## src/rtl/pca_pkg.sv

```systemverilog
package pca_pkg;

  // strobes from control to datapath
  typedef struct packed {
    logic clr;
  } pcaCtl_t;

  function automatic int sliceCount(input int w, input int sw);
    return (w + sw - 1) / sw;
  endfunction

  function automatic int pipeLatency(input int ns, input bit bypass);
    return bypass ? 1 : ns;
  endfunction

endpackage

```

## src/rtl/pca_skew.sv

```systemverilog
// Triangular delay array: lane i delayed by i (REVERSE=0) or NS-1-i (REVERSE=1).
module pca_skew
  import pca_pkg::*;
#(
  parameter int W       = 16,
  parameter int SW      = 2,
  parameter bit REVERSE = 1'b0
) (
  input  logic          clk,
  input  pcaCtl_t       ctl,
  input  logic [W-1:0]  din,
  output logic [W-1:0]  dout
);
  localparam int NS = sliceCount(W, SW);

  for (genvar i = 0; i < NS; i++) begin : g_lane
    localparam int LW = (i == NS - 1) ? (W - (NS - 1) * SW) : SW;
    localparam int D  = REVERSE ? (NS - 1 - i) : i;
    if (D == 0) begin : g_pass
      assign dout[i*SW +: LW] = din[i*SW +: LW];
    end else begin : g_dly
      logic [LW-1:0] stg [D];
      always_ff @(posedge clk) begin
        if (ctl.clr) begin
          for (int k = 0; k < D; k++) stg[k] <= '0;
        end else begin
          stg[0] <= din[i*SW +: LW];
          for (int k = 1; k < D; k++) stg[k] <= stg[k-1];
        end
      end
      assign dout[i*SW +: LW] = stg[D-1];
    end
  end

endmodule

```

## src/rtl/pca_slices.sv

```systemverilog
// Slice adders with a registered carry between neighbours and a registered sum.
module pca_slices
  import pca_pkg::*;
#(
  parameter int W  = 16,
  parameter int SW = 2
) (
  input  logic          clk,
  input  pcaCtl_t       ctl,
  input  logic [W-1:0]  aSk,
  input  logic [W-1:0]  bSk,
  output logic [W-1:0]  sSk
);
  localparam int NS = sliceCount(W, SW);
  localparam int LW = W - (NS - 1) * SW;

  logic [NS-1:0] carryNext;
  logic [NS-1:0] carryQ;
  logic [W-1:0]  sumNext;
  logic [W-1:0]  sumQ;

  assign carryNext[0] = 1'b0;

  for (genvar i = 0; i < NS; i++) begin : g_slice
    if (i == NS - 1) begin : g_top
      assign sumNext[i*SW +: LW] = aSk[i*SW +: LW] + bSk[i*SW +: LW] + LW'(carryQ[i]);
    end else begin : g_low
      logic [SW:0] raw;
      assign raw = (SW+1)'(aSk[i*SW +: SW]) + (SW+1)'(bSk[i*SW +: SW])
                 + (SW+1)'(carryQ[i]);
      assign sumNext[i*SW +: SW] = raw[SW-1:0];
      assign carryNext[i+1]      = raw[SW];
    end
  end

  always_ff @(posedge clk) begin
    if (ctl.clr) begin
      carryQ <= '0;
      sumQ   <= '0;
    end else begin
      carryQ <= carryNext;
      sumQ   <= sumNext;
    end
  end

  assign sSk = sumQ;

endmodule

```

## src/rtl/pca_datapath.sv

```systemverilog
module pca_datapath
  import pca_pkg::*;
#(
  parameter int W      = 16,
  parameter int SW     = 2,
  parameter bit BYPASS = 1'b0
) (
  input  logic          clk,
  input  pcaCtl_t       ctl,
  input  logic [W-1:0]  a,
  input  logic [W-1:0]  b,
  output logic [W-1:0]  s
);
  logic [W-1:0] aSk, bSk, sSk;

  if (BYPASS) begin : g_direct
    assign aSk = a;
    assign bSk = b;
    assign s   = sSk;
  end else begin : g_skewed
    pca_skew #(.W(W), .SW(SW), .REVERSE(1'b0)) u_skewA (
      .clk(clk), .ctl(ctl), .din(a), .dout(aSk));
    pca_skew #(.W(W), .SW(SW), .REVERSE(1'b0)) u_skewB (
      .clk(clk), .ctl(ctl), .din(b), .dout(bSk));
    pca_skew #(.W(W), .SW(SW), .REVERSE(1'b1)) u_deskew (
      .clk(clk), .ctl(ctl), .din(sSk), .dout(s));
  end

  pca_slices #(.W(W), .SW(SW)) u_core (
    .clk(clk), .ctl(ctl), .aSk(aSk), .bSk(bSk), .sSk(sSk));

endmodule

```

## src/rtl/pca_ctrl.sv

```systemverilog
module pca_ctrl
  import pca_pkg::*;
#(
  parameter int LAT = 8
) (
  input  logic    clk,
  input  logic    rst,
  input  logic    vIn,
  output pcaCtl_t ctl,
  output logic    vOut
);
  logic [LAT-1:0] vPipe;

  assign ctl.clr = rst;

  if (LAT == 1) begin : g_one
    always_ff @(posedge clk) begin
      if (rst) vPipe <= '0;
      else     vPipe <= vIn;
    end
  end else begin : g_many
    always_ff @(posedge clk) begin
      if (rst) vPipe <= '0;
      else     vPipe <= {vPipe[LAT-2:0], vIn};
    end
  end

  assign vOut = vPipe[LAT-1];

endmodule

```

## src/rtl/pipe_carry_adder.sv

```systemverilog
module pipe_carry_adder
  import pca_pkg::*;
#(
  parameter int W      = 16,
  parameter int SW     = 2,
  parameter bit BYPASS = 1'b0
) (
  input  logic         clk,
  input  logic         rst,
  input  logic         vIn,
  input  logic [W-1:0] a,
  input  logic [W-1:0] b,
  output logic [W-1:0] s,
  output logic         vOut
);
  localparam int NS  = sliceCount(W, SW);
  localparam int LAT = pipeLatency(NS, BYPASS);

  pcaCtl_t ctl;

  pca_ctrl #(.LAT(LAT)) u_ctrl (
    .clk(clk), .rst(rst), .vIn(vIn), .ctl(ctl), .vOut(vOut));

  pca_datapath #(.W(W), .SW(SW), .BYPASS(BYPASS)) u_dp (
    .clk(clk), .ctl(ctl), .a(a), .b(b), .s(s));

endmodule

```

## config.mk

```make
export PLATFORM = sky130hd
export DESIGN_NAME = pipe_carry_adder
export DESIGN_NICKNAME = d
export VERILOG_FILES = /design/src/rtl/pca_pkg.sv /design/src/rtl/pca_skew.sv /design/src/rtl/pca_slices.sv /design/src/rtl/pca_datapath.sv /design/src/rtl/pca_ctrl.sv /design/src/rtl/pipe_carry_adder.sv
export SDC_FILE = /design/constraint.sdc
export NUM_CORES = 1
export LEC_CHECK = 0
export ABC_AREA = 1
export BUFFER_PORTS_ARGS = -buffer_cell sky130_fd_sc_hd__buf_4
export CORE_MARGIN = 2
export CORE_UTILIZATION = 58
export DETAILED_ROUTE_END_ITERATION = 7
export GPL_ROUTABILITY_DRIVEN = 0
export GPL_TIMING_DRIVEN = 0
export PLACE_DENSITY_LB_ADDON = 0.25
export SLEW_MARGIN = 30
export SYNTH_ARGS = -nofsm -noshare
export SYNTH_HDL_FRONTEND = slang
export SYNTH_SLANG_ARGS = --single-unit
export TNS_END_PERCENT = 1
```

## constraint.sdc

```tcl
create_clock -name clk -period 1.8 [get_ports clk]
set_input_delay 0.36 -clock clk [delete_from_list [all_inputs] [get_ports clk]]
set_output_delay 0.36 -clock clk [all_outputs]
set_load 0.05 [all_outputs]
```

==> results of run 1 <==
-- power groups by stage --
| stage | Clock [W] | Combinational [W] | Sequential [W] |
|---|---|---|---|
| after global routing | 0.00382 | 0.000364 | 0.00456 |
| final | 0.00357 | 0.000314 | 0.00455 |
| after CTS | 0.00363 | 0.000322 | 0.00455 |
| after floorplan | 0 | 0.000200 | 0.00464 |
| after detailed placement | 0 | 0.000319 | 0.00465 |
| after global placement | 0 | 0.000306 | 0.00465 |
-- metrics by stage --
stage          total power (W)  util (%)
2_1_floorplan         0.004844         -
3_3_place_gp          0.004952     64.77
3_5_place_dp          0.004969     64.77
4_1_cts               0.008500     70.26
5_1_grt               0.008737     70.26
6_report              0.008431     70.26
-- cells by family (layout without fill, tap and decap cells) --
family / count (synthesis) / count (layout)
flops: 199 / 199
simple gates: 204 / 204
fa+ha+maj: 15 / 15
compound gates: 1 / 1
buf+inv: 245 / 327
-- critical path, cell delays in order (launching register included) --
cell and delay [ns]:
dfxtp_1 0.31, inv_1 0.05, fa_1 0.44, fa_1 0.55, nor2_1 0.05
-- cell type report --
class | instances | area, um^2
clock buffers | 21 | 439.2
flip-flops and latches | 199 | 3984
clock inverters | 11 | 125.1
repair buffers | 50 | 375.4
plain buffers | 30 | 251.5
multi-input cells | 220 | 1069
fillers | 775 | 3057
inverters | 215 | 807.0
well taps | 136 | 170.2
-- placed cells by master, fill, tap and decap left out, types with 2 or more instances in the layout --
master / count
bufinv_16: 2
buf_4: 58
nand2_1: 4
buf_2: 9
nor2_1: 198
fa_1: 14
clkinv_2: 2
dfxtp_1: 199
buf_6: 13
clkinvlp_4: 5
clkbuf_1: 3
clkbuf_16: 16
inv_1: 215
clkbuf_8: 2
-- metal layers --
layer  track usage, %  part of all wire (%)  up-vias
met4            8.442                   1.8        0
met2            29.89                    50       58
met5                0                     0        -
li1                 -                     -     1908
met1            18.59                    45     1573
met3            5.106                   3.4       14
-- cells in the mapped netlist --
master | count | share of area (%)
buf_2 | 9 | 0.74
buf_4 | 8 | 0.98
dfxtp_1 | 199 | 65
a21oi_1 | 1 | 0.082
nor2_1 | 198 | 12
nand2_1 | 4 | 0.25
fa_1 | 14 | 4.6
nand3b_1 | 1 | 0.12
buf_6 | 13 | 2.4
inv_1 | 215 | 13
nand3_1 | 1 | 0.082
ha_1 | 1 | 0.20
-- registers in the layout, summed over array words and instances, names as in the netlist --
name                                     cells
u_dp.u_core.sSk                             16
u_dp.g_skewed.u_skewA.g_lane.g_dly.stg      56
u_dp.u_core.carryQ                           7
u_ctrl.vPipe                                 8
u_dp.g_skewed.u_skewB.g_lane.g_dly.stg      56
u_dp.g_skewed.u_deskew.g_lane.g_dly.stg     56
-- how the worst max path moves through the flow --
| stage | to | cells after the start | start | slack [ns] |
|---|---|---|---|---|
| after floorplan | u_dp.u_core.sSk[11] | 4 | u_dp.u_core.carryQ[5] | 0.34 |
| after global placement | u_dp.u_core.sSk[9] | 4 | u_dp.u_core.carryQ[4] | 0.29 |
| after detailed placement | u_dp.u_core.sSk[11] | 4 | u_dp.u_core.carryQ[5] | 0.29 |
| after CTS | u_dp.u_core.sSk[11] | 4 | u_dp.u_core.carryQ[5] | 0.29 |
| after global routing | u_dp.u_core.sSk[11] | 4 | u_dp.u_core.carryQ[5] | 0.19 |
| final | u_dp.u_core.sSk[11] | 4 | u_dp.u_core.carryQ[5] | 0.29 |
==> impl_metrics.py, run 1 <==
metrics = {
    "power": {
        "switchingPower_w": 0.001755,
        "p_seq_share_pct": 54.0,
        "p_int_w": 0.006676,
        "powerDensity_nw_per_um2": 1168,
        "leakagePower_nw": 3.138,
        "peakVddDrop_uv": 683.9,
        "clkPwrFrac_pct": 42.3,
        "p_sw_share_pct": 20.82,
        "power_frac_comb_pct": 3.7,
    },
    "clocking": {
        "postCtsSetupBuffers": 0,
        "htree_levels": 4,
        "cts-hold-fix-buffers": 0,
        "cts.repair.resized": 0,
        "cts_buffers": 17,
        "cts-root-buf": "clkbuf_8",
        "cts_tree": "done",
        "cts_buffer_depth": 2,
        "clk_latency_ns": 0.52,
        "path_clk_slew_ns": 0.07,
        "clock-sinks": 199,
    },
    "sta": {
        "setup-violations-final": 0,
        "fin_tns_setup_ns": 0,
        "fin_skew_ns": 0.006752,
        "worst_slack_ns": 0.2928,
        "slew_viol_final": 0,
        "tightest_slew_ns": 0.2937,
        "fin_crit_sh_pct": 83.73,
        "period_needed_ns": 1.507,
        "fmax_ghz": 0.6635,
        "rsz0062_at_grt": "false",
        "finalHoldViolations": 0,
        "max-slew-margin-rel_pct": 80.42,
        "holdWs_ns": 0.02666,
    },
    "yosys": {
        "yosys.area_share.simple_pct": 12.61,
        "syn_inst": 664,
        "synth_compound_area_share_pct": 0.08190,
        "synth_xor_area_share_pct": 0,
        "synth_fp_nets": 714,
        "synth_area_per_cell_um2": 9.203,
        "synth_top_family_by_area": "buffers and inverters",
        "ys_seq_area_share_pct": 65.19,
        "synth_fa_ha_area_share_pct": 4.791,
        "netlist_area_um2": 6111,
        "yosys_warnings": 0,
        "ys_ff_latch": 199,
        "synth_cell_type_count": 12,
        "synth_mux_area_share_pct": 0,
    },
    "routing": {
        "postRouteAntennaNets": 0,
        "num_vias": 3553,
        "wl_mm": 8.567,
        "viasPerCell": 4.028,
        "dr.pass1.iters": 4,
        "drtIter0Drc": 82,
        "drc": 0,
        "wl_per_cell_um": 9.713,
    },
    "worst_hold_path": {
        "holdPathEnd": "u_dp.g_skewed.u_skewA.g_lane[3].g_dly.stg[0][0]",
        "hold_start": "a[6]",
        "worstHoldPathType": "input pin to flop",
        "whs_path_depth": 3,
    },
    "critical_path": {
        "crit_path_end_kind": "flop",
        "critPathMaxFanout": 1,
        "timing.rr.end": "u_dp.u_core.sSk[11]",
        "required_ns": 2.21,
        "reg2reg_from": "u_dp.u_core.carryQ[5]",
        "crit_arrival_ns": 1.92,
        "reg2reg_slack_ns": 0.29,
        "cp-start-kind": "flop",
        "r2r_cells": 4,
        "critPathKind": "flop to flop",
    },
    "layout": {
        "instances_no_fill": 882,
        "design_area_um2": 7221,
        "syn_to_final_growth_pct": 18.16,
        "diodes": 0,
        "finalNetCount": 783,
        "final_layout_size_suffix_gt1_share_pct": 14.61,
    },
    "placement": {
        "portBuffers": 50,
        "hpwlAfterDp_mm": 5.616,
        "dpl_cell_area_um2": 6656,
        "pre_cts_ws_ns": 0.2938,
        "placedCellCount": 850,
    },
    "global_route": {
        "grt_pass1_wl_mm": 14.87,
        "grt_pass1_vias": 3605,
        "grt_max_degree": 17,
        "antenna_found_initial": 0,
        "gr-total-overflow": 0,
        "grt_use_total_pct": 16.99,
    },
    "die": {
        "ios": 52,
        "die_h_um": 106.6,
        "initial_utilization_pct": 59.46,
        "fp.dieW_um": 106.6,
        "core_area_um2": 10280,
        "die-area_um2": 11370,
        "row_count": 37,
    },
    "run_status": {
        "status": "completed",
    },
    "run": {
        "drv_cap": 0,
    },
}
Power figures use the tool's default switching activity.
==> inputs of run 2 (changes only) <==
CORE_UTILIZATION = 52   (was 58)
clock period = 1.3 ns   (was 1.8 ns; I/O delays follow)
==> impl_metrics.py, run 2 (same netlist as run 1, synthesis figures left out) <==
metrics = {
    "routing": {
        "drtIter0Drc": 96,
        "wl_per_cell_um": 9.726,
        "wl_mm": 8.646,
        "dr.pass1.iters": 4,
        "drc": 0,
        "num_vias": 3604,
        "viasPerCell": 4.054,
        "postRouteAntennaNets": 0,
    },
    "critical_path": {
        "cp_cell_sequence": "inv_2, fa_2, fa_2, nor2_1",
        "cp_slowest_cell": "fa_2",
        "critPathKind": "flop to flop",
        "crit_arrival_ns": 1.73,
        "path_delay_family": "adder cells",
        "critPathMaxFanout": 1,
        "required_ns": 1.63,
        "crit_top_cell": "fa_2",
        "critPathMaxStageDelay_ns": 0.52,
        "crit_buf_inv": 1,
        "crit_path_end_kind": "flop",
        "cp-start-kind": "flop",
    },
    "sta": {
        "setup-violations-final": 6,
        "fin_crit_sh_pct": 108.1,
        "max-slew-margin-rel_pct": 79.24,
        "tightest_slew_ns": 0.3114,
        "finalHoldViolations": 0,
        "slew_viol_final": 0,
        "rsz0062_at_grt": "true",
        "fin_skew_ns": 0.008645,
        "holdWs_ns": 0.02380,
        "worst_slack_ns": -0.1049,
        "fmax_ghz": 0.7118,
        "period_needed_ns": 1.405,
    },
    "run_status": {
        "status": "finished, violations left",
        "violations": "negative setup slack",
    },
    "layout": {
        "final_common_cell": "inv_1",
        "final_layout_size_suffix_gt1_share_pct": 17.56,
        "diodes": 0,
        "instances_no_fill": 889,
        "syn_to_final_growth_pct": 20.07,
        "finalNetCount": 783,
        "final_cell_mix": "inv_1, nor2_1, dfxtp_1, buf_4, buf_6",
        "largest_registers": "u_dp.g_skewed.u_deskew.g_lane.g_dly.stg: 56 flops, u_dp.g_skewed.u_skewA.g_lane.g_dly.stg: 56 flops, u_dp.g_skewed.u_skewB.g_lane.g_dly.stg: 56 flops",
    },
    "global_route": {
        "antenna_found_initial": 0,
        "grt_use_total_pct": 15.53,
        "grt_pass1_wl_mm": 15.15,
        "grt_pass1_vias": 3583,
        "grt_max_degree": 20,
        "gr-total-overflow": 0,
    },
    "die": {
        "ios": 52,
        "row_count": 39,
        "die-area_um2": 12630,
        "core_area_um2": 11470,
        "die_h_um": 112.4,
        "initial_utilization_pct": 53.29,
        "fp.dieW_um": 112.4,
    },
    "clocking": {
        "postCtsSetupBuffers": 0,
        "cts_buffers": 17,
        "cts-hold-fix-buffers": 0,
        "clk_latency_ns": 0.43,
        "htree_levels": 4,
        "path_clk_slew_ns": 0.07,
        "cts-root-buf": "clkbuf_16",
        "cts_tree": "done",
        "cts_buffer_depth": 2,
        "clock-sinks": 199,
    },
    "power": {
        "powerDensity_nw_per_um2": 1641,
        "finalPower_w": 0.01204,
        "leakagePower_nw": 3.197,
        "peakVddDrop_uv": 1047,
    },
    "placement": {
        "hpwlAfterDp_mm": 5.821,
        "portBuffers": 50,
        "pre_cts_ws_ns": -0.09908,
        "placedCellCount": 857,
    },
    "worst_hold_path": {
        "worstHoldPathType": "input pin to flop",
    },
    "run": {
        "drv_cap": 0,
    },
}
## run 2: cell count changes in the layout (fill, tap and decap cells not counted), moves of 5 or more
cell        before  now
buf_4           58   50
buf_6           13   20
clkinvlp_4       5    0
dfxtp_1        199  192
dfxtp_2          0    7
fa_1            14    6
fa_2             0    8
## run 2: area by class of cell
type | count | area (um^2)
buffer | 30 | 251.5
clock buffer | 17 | 425.4
clock inverter | 15 | 183.9
fill | 947 | 4130
inverter | 215 | 807.0
multi-input combinational | 220 | 1089
sequential | 199 | 3993
tap | 143 | 178.9
timing repair buffer | 50 | 409.1
## run 2: metrics by stage
step                      TNS, ns  util (%)  area, um^2
after floorplan           -0.1713         -        6130
after global placement    -0.4179     58.29        6684
after detailed placement  -0.4533     58.29        6684
after CTS                 -0.4992     63.86        7323
after global routing      -0.8945     63.98        7337
final                     -0.5029     63.98        7337
## run 2: worst register-to-register path, stage by stage, from the launching register on
cell and delay [ns]:
dfxtp_2 0.32, inv_2 0.04, fa_2 0.38, fa_2 0.52, nor2_1 0.04
## run 2: timing repair
action | CTS | global route
gates resized for setup | 11 | 5
pin swaps | 3 | 2
endpoints found under the setup margin | 14 | 14
## run 2: layer usage
metal	track usage [%]	vias to the layer above	share of wire, %
met1	17.32	1607	44
met2	26.43	59	49
met3	4.806	21	4.1
li1	-	1917	-
met4	8.699	0	2.7
met5	0	-	0
## run 2: worst paths after layout
check | start | end | slack (ns) | cells after the start
max reg2reg | u_dp.g_skewed.u_skewA.g_lane[1].g_dly.stg[0][0] | u_dp.u_core.sSk[3] | -0.10 | 4
min | a[4] | u_dp.g_skewed.u_skewA.g_lane[2].g_dly.stg[0][0] | 0.02 | 3
min reg2reg | u_dp.u_core.sSk[4] | u_dp.g_skewed.u_deskew.g_lane[2].g_dly.stg[0][0] | 0.40 | 2
max | u_dp.g_skewed.u_skewA.g_lane[1].g_dly.stg[0][0] | u_dp.u_core.sSk[3] | -0.10 | 4
## run 2: power by group
part / total (W) / switching [W] / internal [W] / leakage [nW]
combinational: 0.000438 / 0.000244 / 0.000194 / 1.27
sequential: 0.00630 / 0.0000415 / 0.00626 / 1.62
clock: 0.00530 / 0.00238 / 0.00292 / 0.301
==> inputs of run 3 (changes only) <==
SKIP_LAST_GASP = 1   (was default)
==> impl_metrics.py, run 3 (same netlist as run 1, synthesis figures left out) <==
metrics = {
    "run_status": {
        "status": "finished, violations left",
        "violations": "negative setup slack",
    },
    "sta": {
        "worst_slack_ns": -0.1097,
        "tightest_slew_ns": 0.3145,
        "setup-violations-final": 7,
        "fin_skew_ns": 0.009217,
        "period_needed_ns": 1.410,
        "max-slew-margin-rel_pct": 79.03,
        "fmax_ghz": 0.7094,
        "finalHoldViolations": 0,
        "rsz0062_at_grt": "true",
        "fin_crit_sh_pct": 108.4,
        "slew_viol_final": 0,
    },
    "placement": {
        "portBuffers": 50,
        "hpwlAfterDp_mm": 5.821,
    },
    "global_route": {
        "gr-total-overflow": 0,
        "grt_max_degree": 20,
        "grt_pass1_vias": 3589,
        "grt_use_total_pct": 15.50,
        "antenna_found_initial": 0,
        "grt_pass1_wl_mm": 15.12,
    },
    "clocking": {
        "cts_buffer_depth": 2,
        "cts-hold-fix-buffers": 0,
        "clock-sinks": 199,
        "htree_levels": 4,
        "cts-root-buf": "clkbuf_16",
        "postCtsSetupBuffers": 0,
        "clk_latency_ns": 0.43,
        "cts_tree": "done",
        "cts_buffers": 17,
        "path_clk_slew_ns": 0.07,
    },
    "power": {
        "switchingPower_w": 0.002659,
        "leakagePower_nw": 3.185,
        "power_frac_comb_pct": 3.6,
        "clkPwrFrac_pct": 44.0,
        "peakVddDrop_uv": 1047,
        "p_seq_share_pct": 52.3,
        "powerDensity_nw_per_um2": 1650,
        "finalPower_w": 0.01203,
        "p_sw_share_pct": 22.09,
        "p_int_w": 0.009375,
    },
    "layout": {
        "fin_util_pct": 63.60,
        "finalNetCount": 783,
        "final_common_cell": "inv_1",
        "seqCellArea_um2": 3988,
        "final_layout_size_suffix_gt1_share_pct": 16.62,
        "largest_registers": "u_dp.g_skewed.u_deskew.g_lane.g_dly.stg: 56 flops, u_dp.g_skewed.u_skewA.g_lane.g_dly.stg: 56 flops, u_dp.g_skewed.u_skewB.g_lane.g_dly.stg: 56 flops",
        "nFillCells": 954,
        "final_cell_mix": "inv_1, nor2_1, dfxtp_1, buf_4, clkbuf_16",
        "syn_to_final_growth_pct": 19.35,
        "diodes": 0,
        "multiInputGateArea_um2": 1084,
    },
    "critical_path": {
        "critPathMaxStageDelay_ns": 0.49,
        "reg2reg_slack_ns": -0.11,
        "timing.rr.end": "u_dp.u_core.sSk[11]",
        "cp_slowest_cell": "fa_1",
        "critPathKind": "flop to flop",
        "critPathMaxFanout": 1,
        "cp-start-kind": "flop",
        "r2r_cells": 4,
        "crit_arrival_ns": 1.73,
        "cp_cell_sequence": "inv_1, fa_2, fa_1, nor2_1",
        "crit_path_end_kind": "flop",
        "crit_buf_inv": 1,
        "path_delay_family": "adder cells",
        "reg2reg_from": "u_dp.u_core.carryQ[5]",
        "required_ns": 1.62,
    },
    "routing": {
        "met1Wirelength_mm": 3.827,
        "drtIter0Drc": 94,
        "drc": 0,
        "num_vias": 3602,
        "met3_length_um": 369,
        "postRouteAntennaNets": 0,
        "viasPerCell": 4.052,
        "wl_mm": 8.631,
        "wl_per_cell_um": 9.709,
        "dr.pass1.iters": 4,
        "met2_length_mm": 4.200,
        "top_layer": "met4",
    },
    "worst_hold_path": {
        "hold_start": "a[4]",
        "whs_path_depth": 3,
        "holdPathEnd": "u_dp.g_skewed.u_skewA.g_lane[2].g_dly.stg[0][0]",
        "worstHoldPathType": "input pin to flop",
    },
    "die": {
        "ios": 52,
        "fp.dieW_um": 112.4,
        "core_area_um2": 11470,
        "initial_utilization_pct": 53.29,
        "row_count": 39,
        "die_h_um": 112.4,
        "die-area_um2": 12630,
    },
    "run": {
        "drv_cap": 0,
    },
}
-- run 3: how the worst max path moves through the flow --
stage                                                          from             endpoint  depth (start not counted)
finish                                        u_dp.u_core.carryQ[5]  u_dp.u_core.sSk[11]                          4
global route                                  u_dp.u_core.carryQ[5]  u_dp.u_core.sSk[11]                          4
CTS                                           u_dp.u_core.carryQ[5]  u_dp.u_core.sSk[11]                          4
detailed placement                            u_dp.u_core.carryQ[3]   u_dp.u_core.sSk[7]                          4
global placement                              u_dp.u_core.carryQ[3]   u_dp.u_core.sSk[7]                          4
floorplan           u_dp.g_skewed.u_skewA.g_lane[2].g_dly.stg[0][2]   u_dp.u_core.sSk[5]                          4
-- run 3: worst register-to-register path, stage by stage (launching register included) --
cell	delay, ns
dfxtp_1	0.31
inv_1	0.06
fa_2	0.40
fa_1	0.49
nor2_1	0.05
-- run 3: through the flow --
| step | instances | setup WS [ns] | area (um^2) | hold slack (ns) | TNS, ns |
|---|---|---|---|---|---|
| after detailed placement | 857 | -0.09908 | 6684 | 0.3923 | -0.4533 |
| after floorplan | 664 | -0.02978 | 6130 | 0.3596 | -0.1713 |
| final | 889 | -0.1097 | 7293 | 0.02464 | -0.5124 |
| after global routing | 889 | -0.1624 | 7293 | 0.02522 | -1.175 |
| after CTS | 889 | -0.1054 | 7293 | 0.01180 | -0.5876 |
| after global placement | 857 | -0.08579 | 6684 | 0.3892 | -0.4179 |
-- run 3: layout make-up --
type | count | area share (%)
Buffer | 30 | 3.448
Clock buffer | 17 | 5.833
Clock inverter | 15 | 2.522
Inverter | 215 | 11.07
Multi-Input combinational cell | 220 | 14.86
Sequential cell | 199 | 54.67
Tap cell | 143 | 2.453
Timing Repair Buffer | 50 | 5.147
-- run 3: repair_timing --
item                                   CTS  global route
resized for setup                        0             0
pin swaps                                1             0
setup endpoints to repair               14            20
endpoints found under the hold margin    0             0
-- run 3: per-layer routing --
layer | track usage, % | vias up
met5 | 0 | -
met1 | 17.18 | 1600
met2 | 26.51 | 62
met4 | 8.699 | 0
li1 | - | 1919
met3 | 4.806 | 21
-- run 3: power groups by stage --
stage	registers, W	logic (W)	clock network [W]
after floorplan	0.00643	0.000279	0
after global placement	0.00643	0.000429	0
after detailed placement	0.00644	0.000443	0
after CTS	0.00630	0.000447	0.00541
after global routing	0.00631	0.000503	0.00568
final	0.00630	0.000437	0.00530
